<file path="src/rtl/lagen_pkg.sv">
// Shared types for the load effective-address stage.
// Assumes: a one-bit latency class; scale is a 2-bit shift amount.
package lagen_pkg;

    // Latency class reported with every result
    typedef enum logic {
        CLS_FAST = 1'b0,
        CLS_SLOW = 1'b1
    } lat_cls_e;

    // Scale code as carried on the request
    typedef enum logic [1:0] {
        SC_X1 = 2'd0,
        SC_X2 = 2'd1,
        SC_X4 = 2'd2,
        SC_X8 = 2'd3
    } scale_e;

endpackage

</file>
<file path="src/rtl/lagen_zero_board.sv">
// Known-zero scoreboard: one flag per architectural register.
// A write sets its flag only when marked as a zeroing idiom; any other
// write clears it. The read port is combinational from the flops, so a
// same-cycle write is not visible to the read (old value wins).
// Assumes: NUM_REGS is a power of two equal to 2**REG_W.
module lagen_zero_board #(
    parameter int NUM_REGS = 16,
    parameter int REG_W    = $clog2(NUM_REGS)
) (
    input  logic             clk,
    input  logic             rst_n,
    input  logic             wr_en,
    input  logic [REG_W-1:0] wr_reg,
    input  logic             wr_zero,
    input  logic [REG_W-1:0] rd_reg,
    output logic             rd_zero
);

    logic [NUM_REGS-1:0] zflag_q;

    for (genvar g = 0; g < NUM_REGS; g++) begin : g_entry
        // Update one flag: reset to not-zero, then follow the idiom marker
        always_ff @(posedge clk) begin
            if (!rst_n) begin
                zflag_q[g] <= 1'b0;
            end else if (wr_en && (wr_reg == REG_W'(g))) begin
                zflag_q[g] <= wr_zero;
            end
        end
    end

    // Read the pre-write flag for the requested register
    always_comb begin
        rd_zero = zflag_q[rd_reg];
    end

endmodule

</file>
<file path="src/rtl/lagen_classify.sv">
// Effective-address adder and latency classifier (combinational).
// Computes base + index*scale + sign-extended displacement modulo 2**ADDR_W,
// and decides fast/slow: fast needs 0 <= disp <= FAST_LIMIT and either no
// index or an index flagged known-zero.
// Assumes: DISP_W < ADDR_W; FAST_LIMIT fits in DISP_W-1 bits.
module lagen_classify
    import lagen_pkg::*;
#(
    parameter int ADDR_W     = 64,
    parameter int DISP_W     = 32,
    parameter int FAST_LIMIT = 2047
) (
    input  logic [ADDR_W-1:0] base,
    input  logic              has_index,
    input  logic [ADDR_W-1:0] index_val,
    input  logic [1:0]        scale,
    input  logic [DISP_W-1:0] disp,
    input  logic              index_zero,
    output logic [ADDR_W-1:0] ea,
    output lat_cls_e          cls
);

    localparam int EXT_W = ADDR_W - DISP_W;

    logic [ADDR_W-1:0] scaled_idx;
    logic [ADDR_W-1:0] disp_ext;
    logic              disp_in_window;
    logic              index_waived;

    // Scale the index by a left shift chosen from the 2-bit code
    always_comb begin
        unique case (scale_e'(scale))
            SC_X1:   scaled_idx = index_val;
            SC_X2:   scaled_idx = {index_val[ADDR_W-2:0], 1'b0};
            SC_X4:   scaled_idx = {index_val[ADDR_W-3:0], 2'b00};
            default: scaled_idx = {index_val[ADDR_W-4:0], 3'b000};
        endcase
        if (!has_index) begin
            scaled_idx = '0;
        end
    end

    // Sign-extend the displacement and form the wrapping three-way sum
    always_comb begin
        disp_ext = {{EXT_W{disp[DISP_W-1]}}, disp};
        ea       = base + scaled_idx + disp_ext;
    end

    // Decide the latency class from displacement window and index state
    always_comb begin
        disp_in_window = !disp[DISP_W-1] && (disp <= DISP_W'(FAST_LIMIT));
        index_waived   = !has_index || index_zero;
        cls            = (disp_in_window && index_waived) ? CLS_FAST : CLS_SLOW;
    end

endmodule

</file>
<file path="src/rtl/lagen_order_pipe.sv">
// In-order result pipeline with a skip entry for the fast class.
// LAT_SLOW slots shift toward the output each un-stalled cycle. Slow
// entries enter slot 0; fast entries enter slot LAT_SLOW-LAT_FAST, but
// only if every slot below it is empty, otherwise slot 0 so nothing older
// is overtaken. The whole pipe freezes while the head is valid and not
// taken.
// Assumes: 1 <= LAT_FAST < LAT_SLOW.
module lagen_order_pipe
    import lagen_pkg::*;
#(
    parameter int ADDR_W   = 64,
    parameter int TAG_W    = 4,
    parameter int LAT_FAST = 4,
    parameter int LAT_SLOW = 5
) (
    input  logic              clk,
    input  logic              rst_n,
    input  logic              push,
    input  logic [ADDR_W-1:0] push_addr,
    input  logic [TAG_W-1:0]  push_tag,
    input  lat_cls_e          push_cls,
    input  logic              pop_ready,
    output logic              can_push,
    output logic              head_valid,
    output logic [ADDR_W-1:0] head_addr,
    output logic [TAG_W-1:0]  head_tag,
    output lat_cls_e          head_cls
);

    localparam int DEPTH     = LAT_SLOW;
    localparam int FAST_SLOT = LAT_SLOW - LAT_FAST;
    localparam int IDX_W     = (DEPTH > 1) ? $clog2(DEPTH) : 1;

    typedef struct packed {
        logic              vld;
        logic [ADDR_W-1:0] addr;
        logic [TAG_W-1:0]  tag;
        lat_cls_e          cls;
    } slot_t;

    slot_t            slot_q [DEPTH];
    slot_t            slot_d [DEPTH];
    slot_t            new_slot;
    logic             advance;
    logic             lower_busy;
    logic [IDX_W-1:0] entry_idx;

    // Freeze everything while the head waits for the consumer
    always_comb begin
        advance  = !(slot_q[DEPTH-1].vld && !pop_ready);
        can_push = advance;
    end

    // Check whether any older entry sits below the fast entry slot
    always_comb begin
        lower_busy = 1'b0;
        for (int j = 0; j < FAST_SLOT; j++) begin
            lower_busy = lower_busy | slot_q[j].vld;
        end
    end

    // Choose where the new entry goes and assemble it
    always_comb begin
        entry_idx     = ((push_cls == CLS_FAST) && !lower_busy) ? IDX_W'(FAST_SLOT) : '0;
        new_slot.vld  = 1'b1;
        new_slot.addr = push_addr;
        new_slot.tag  = push_tag;
        new_slot.cls  = push_cls;
    end

    for (genvar i = 0; i < DEPTH; i++) begin : g_next
        if (i == 0) begin : g_first
            // First slot either takes the new entry or empties
            always_comb begin
                slot_d[i] = (push && (entry_idx == IDX_W'(i))) ? new_slot : '0;
            end
        end else begin : g_rest
            // Later slots take the new entry or shift from below
            always_comb begin
                slot_d[i] = (push && (entry_idx == IDX_W'(i))) ? new_slot : slot_q[i-1];
            end
        end
    end

    // Register all slots, advancing only when not stalled
    always_ff @(posedge clk) begin
        if (!rst_n) begin
            for (int k = 0; k < DEPTH; k++) begin
                slot_q[k] <= '0;
            end
        end else if (advance) begin
            for (int k = 0; k < DEPTH; k++) begin
                slot_q[k] <= slot_d[k];
            end
        end
    end

    // Present the oldest slot at the output
    always_comb begin
        head_valid = slot_q[DEPTH-1].vld;
        head_addr  = slot_q[DEPTH-1].addr;
        head_tag   = slot_q[DEPTH-1].tag;
        head_cls   = slot_q[DEPTH-1].cls;
    end

endmodule

</file>
<file path="src/rtl/load_agen.sv">
// Load effective-address stage with a fast path for simple addressing.
// Accepts one request per cycle, computes the address at acceptance,
// classifies it using the known-zero scoreboard (pre-write value), and
// returns results in order after LAT_FAST or LAT_SLOW cycles.
// Assumes: the consumer may stall at any time; requests are independent.
module load_agen
    import lagen_pkg::*;
#(
    parameter int ADDR_W     = 64,
    parameter int DISP_W     = 32,
    parameter int TAG_W      = 4,
    parameter int NUM_REGS   = 16,
    parameter int LAT_FAST   = 4,
    parameter int LAT_SLOW   = 5,
    parameter int FAST_LIMIT = 2047,
    localparam int REG_W     = $clog2(NUM_REGS)
) (
    input  logic              clk,
    input  logic              rst_n,
    input  logic              in_valid,
    output logic              in_ready,
    input  logic [ADDR_W-1:0] in_base,
    input  logic              in_has_index,
    input  logic [REG_W-1:0]  in_index_reg,
    input  logic [ADDR_W-1:0] in_index_val,
    input  logic [1:0]        in_scale,
    input  logic [DISP_W-1:0] in_disp,
    input  logic [TAG_W-1:0]  in_tag,
    input  logic              wr_en,
    input  logic [REG_W-1:0]  wr_reg,
    input  logic              wr_zero_idiom,
    output logic              out_valid,
    input  logic              out_ready,
    output logic [ADDR_W-1:0] out_addr,
    output logic [TAG_W-1:0]  out_tag,
    output logic              out_slow
);

    logic              idx_known_zero;
    logic [ADDR_W-1:0] req_ea;
    lat_cls_e          req_cls;
    lat_cls_e          head_cls;
    logic              can_push;
    logic              push;

    lagen_zero_board #(
        .NUM_REGS (NUM_REGS),
        .REG_W    (REG_W)
    ) u_board (
        .clk     (clk),
        .rst_n   (rst_n),
        .wr_en   (wr_en),
        .wr_reg  (wr_reg),
        .wr_zero (wr_zero_idiom),
        .rd_reg  (in_index_reg),
        .rd_zero (idx_known_zero)
    );

    lagen_classify #(
        .ADDR_W     (ADDR_W),
        .DISP_W     (DISP_W),
        .FAST_LIMIT (FAST_LIMIT)
    ) u_class (
        .base       (in_base),
        .has_index  (in_has_index),
        .index_val  (in_index_val),
        .scale      (in_scale),
        .disp       (in_disp),
        .index_zero (idx_known_zero),
        .ea         (req_ea),
        .cls        (req_cls)
    );

    // Accept a request whenever the pipe can advance
    always_comb begin
        push     = in_valid && can_push;
        in_ready = can_push;
        out_slow = (head_cls == CLS_SLOW);
    end

    lagen_order_pipe #(
        .ADDR_W   (ADDR_W),
        .TAG_W    (TAG_W),
        .LAT_FAST (LAT_FAST),
        .LAT_SLOW (LAT_SLOW)
    ) u_pipe (
        .clk        (clk),
        .rst_n      (rst_n),
        .push       (push),
        .push_addr  (req_ea),
        .push_tag   (in_tag),
        .push_cls   (req_cls),
        .pop_ready  (out_ready),
        .can_push   (can_push),
        .head_valid (out_valid),
        .head_addr  (out_addr),
        .head_tag   (out_tag),
        .head_cls   (head_cls)
    );

endmodule

</file>
<file path="config.mk">
export PLATFORM = sky130hd
export DESIGN_NAME = load_agen
export DESIGN_NICKNAME = d
export VERILOG_FILES = /design/src/rtl/lagen_pkg.sv /design/src/rtl/lagen_zero_board.sv /design/src/rtl/lagen_classify.sv /design/src/rtl/lagen_order_pipe.sv /design/src/rtl/load_agen.sv
export SDC_FILE = /design/constraint.sdc
export NUM_CORES = 1
export LEC_CHECK = 0
export BUFFER_PORTS_ARGS = -buffer_cell sky130_fd_sc_hd__buf_2
export CORE_MARGIN = 10
export CORE_UTILIZATION = 60
export CTS_CLUSTER_SIZE = 14
export DETAILED_ROUTE_END_ITERATION = 10
export PLACE_DENSITY = 0.86
export SLEW_MARGIN = 20
export SYNTH_ARGS = -nofsm -noshare
export SYNTH_HDL_FRONTEND = slang
export SYNTH_SLANG_ARGS = --single-unit
</file>
<file path="constraint.sdc">
create_clock -name clk -period 16.2 [get_ports clk]
set_input_delay 0.81 -clock clk [delete_from_list [all_inputs] [get_ports clk]]
set_output_delay 0.81 -clock clk [all_outputs]
set_load 0.01 [all_outputs]
</file>
==> metrics.csv <==
stage,metric,value,unit
cts,numCtsBuffers,35,
placed_design,port_buffers,251,
cells_and_area,syn2layout_area_growth,8.790,%
worst_setup_path,worstPathMaxFanout,62,
logic_synthesis,synth_cells,1955,
cts,root_buffer,clkbuf_16,
cts,path_clk_slew,70,ps
pwr,pwr-share-clk,29.1,%
worst_setup_path,worstPathCellList,buf_2 -> inv_1 -> nor3_1 -> fa_1 -> ha_1 -> inv_1 -> fa_1 -> nor2b_2 -> o211ai_1 -> a21oi_1 -> o31ai_1 -> o31ai_4 -> a41oi_1 -> o21ai_0 -> a21oi_1 -> nor4_1 -> a211o_1,
cts,clock_latency,520,ps
cts,cts_tree,yes,
sta,rsz0062_at_grt,false,
pwr,p_total,2540,uW
pwr,switching_share,29.83,%
cts,cts_resized,0,
sta,tightest_slew,1010,ps
min_path,hold_path.class,register to register,
cts,holdBufCountCts,0,
worst_setup_path,start_kind,input pin,
pwr,p_int,1782,uW
worst_setup_path,critPathArrivalTime,5760,ps
floorplan,rows,70,
logic_synthesis,synthArstFlopShare,0,%
logic_synthesis,ys_warn_count,0,
cells_and_area,layout_commonest_cell,edfxtp_1,
worst_setup_path,crit_required,16470,ps
floorplan,pin_count,252,
pwr,power.density,105.3,mW/mm2
sta,finalClockSkew,20.32,ps
sta,relSlewSlack,32.69,%
logic_synthesis,ys_types,74,
pwr,leakagePower,0.01101,uW
worst_setup_path,end_kind,register,
grt,antenna_found_initial,0,
route,wire_per_inst,20.03,um
grt,grt.total_usage,22.13,%
route,via_per_inst,6.058,
sta,setup-tns-final,0,ps
pwr,ir_worst_vdd,0.00007111,V
logic_synthesis,synth_area,0.02218,mm2
sta,timing.fmax,182.2,MHz
logic_synthesis,synth_ff_type,edfxtp_1,
cells_and_area,design_area,0.02413,mm2
cts,cts_max_level,2,
logic_synthesis,ys_top_cells_by_area,"edfxtp_1 (47%), and3_1 (6.3%), mux4_2 (6.2%), fa_1 (5.8%), ha_1 (3.5%)",
pwr,switchingPower,757.7,uW
placed_design,routabilityCongestion,0.9179,
logic_synthesis,syn-num-nets,2262,
floorplan,fp.dieH,212.3,um
logic_synthesis,synth_seq_cells,366,
cts,cts.sinks,366,
route,postRouteAntennaNets,0,
route,drt_iter0_drc,1467,
floorplan,core-area,0.03652,mm2
cells_and_area,layout.nets,2353,
logic_synthesis,synth_area_leader_cell,edfxtp_1,
placed_design,dpl.hpwl,37.18,mm
worst_setup_path,crit_buf_inv,3,
route,first_pass_iters,5,
floorplan,dieArea,0.04505,mm2
logic_synthesis,syn_avg_cell_area,11.34,um2
cells_and_area,most-common-layout-cells,"edfxtp_1 (350), buf_2 (249), and3_1 (224)",
floorplan,initial_utilization,60.72,%
sta,maxSlewViolCount,0,
sta,hold_viol,0,
grt,grt_pass1_vias,14860,
run,maxCapViolations,0,
route,finalWirelength,50.84,mm
route,drc_errors,0,
worst_setup_path,critPathSlowestCell,buf_2,
cts,cts_setup_buffers,0,
cells_and_area,drive_gt1_share,18.99,%
logic_synthesis,synth_top_area_share,47.39,%
grt,overflow,0,
grt,grt_start_max_net_pins,184,
worst_setup_path,path_delay_family,compound AO/OA/AOI/OAI gates,
grt,grt_first_pass_wirelength,81.08,mm
worst_setup_path,max_stage_delay,620,ps
route,vias,15380,
pwr,p_comb_share,26.8,%
sta,setup_viol,0,
placed_design,dpl_cell_area,0.02310,mm2
sta,finalCriticalPeriod,5488,ps
cts,clk_path_buf_depth,3,
floorplan,chipWidth,212.3,um
sta,period_share,33.88,%
pwr,seq_power_share,44.1,%
logic_synthesis,yosysSeqAreaShare,48.84,%
worst_setup_path,crit_type,input pin to register,
logic_synthesis,synth_edf_count,350,
run_status,status,"finished, final reports clean",
## cell type report
| class | count | area, um2 |
|---|---|---|
| diodes | 1 | 2.502 |
| clock buffers | 44 | 909.6 |
| clock inverters | 16 | 107.6 |
| fillers | 2799 | 12400 |
| inverters | 62 | 232.7 |
| multi-input cells | 1318 | 10090 |
| flip-flops and latches | 366 | 10830 |
| well taps | 468 | 585.6 |
| repair buffers | 263 | 1371 |
## cells in the mapped netlist (all sizes together), types with 4 or more instances
library cell / instances
a211oi: 5
a21boi: 12
a21o: 29
a21oi: 131
a311o: 5
a31oi: 13
a41oi: 4
and2: 81
and3: 226
and4: 6
buf: 91
clkbuf: 118
dfxtp: 16
edfxtp: 350
fa: 64
ha: 62
inv: 62
mux2i: 16
mux4: 61
nand2: 127
nand2b: 5
nand3: 49
nand3b: 5
nand4: 23
nor2: 138
nor2b: 12
nor3: 26
nor3b: 4
nor4: 11
o211ai: 11
o21a: 10
o21ai: 57
o21bai: 17
o31ai: 7
or3: 5
or4: 7
xnor2: 40
xor2: 17
## per-layer routing
metal	track usage (%)	up-vias	wire length [um]
li1	-	7290	-
met1	34.05	7425	24210
met2	32.36	604	22270
met3	3.843	56	3560
met4	4.357	0	794
met5	0	-	0
## worst paths after layout
kind	startpoint	end	slack (ps)	depth (start not counted)
hold / removal	u_board.zflag_q[0]	u_board.zflag_q[0]	470	2
setup reg to reg	u_board.zflag_q[14]	u_pipe.slot_q[0][89]	12530	10
hold reg to reg	u_board.zflag_q[0]	u_board.zflag_q[0]	470	2
setup / recovery	in_has_index	u_pipe.slot_q[0][116]	10710	17
## per-stage QoR
step | hold WS, ps | cells | setup slack, ps | utilization, %
final | 474.0 | 2538 | 10710 | 66.06
after floorplan | 440.5 | 1955 | 3855 | -
after global routing | 512.2 | 2537 | 10360 | 66.05
after CTS | 472.6 | 2537 | 10750 | 66.03
after global placement | 453.5 | 2477 | 10360 | 63.24
after detailed placement | 462.3 | 2477 | 10210 | 63.24
## sequential cells by signal, summed over array words and instances, names as in the netlist
signal           cells
u_pipe.slot_q      350
u_board.zflag_q     16
## worst reg2reg max path, delay by kind of cell (launching register included)
family | cells | cell delay, ps
buffers and inverters | 2 | 780
DFF | 1 | 320
muxes | 2 | 1060
AOI/OAI and AO/OA | 2 | 490
and+or+nand+nor | 4 | 740
## cells by family (layout without fill, tap and decap cells)
family / after synthesis / count (layout) / synth area share [%]
muxes: 78 / 78 / 6.968
buffers and inverters: 271 / 385 / 5.811
AOI/OAI and AO/OA: 324 / 324 / 9.270
xor gates and xnor gates: 57 / 57 / 2.251
adders and majority gates: 126 / 126 / 9.276
DFF: 366 / 366 / 48.84
other: 0 / 1 / 0
and+or+nand+nor: 733 / 733 / 17.59
## power by group through the flow
stage          Combinational [uW]  Clock (uW)  Sequential [uW]
2_1_floorplan                 479           0             1140
3_3_place_gp                  651           0             1140
3_5_place_dp                  665           0             1140
4_1_cts                       670         750             1120
5_1_grt                       752         787             1120
6_report                      680         740             1120
Power figures use the tool's default switching activity.
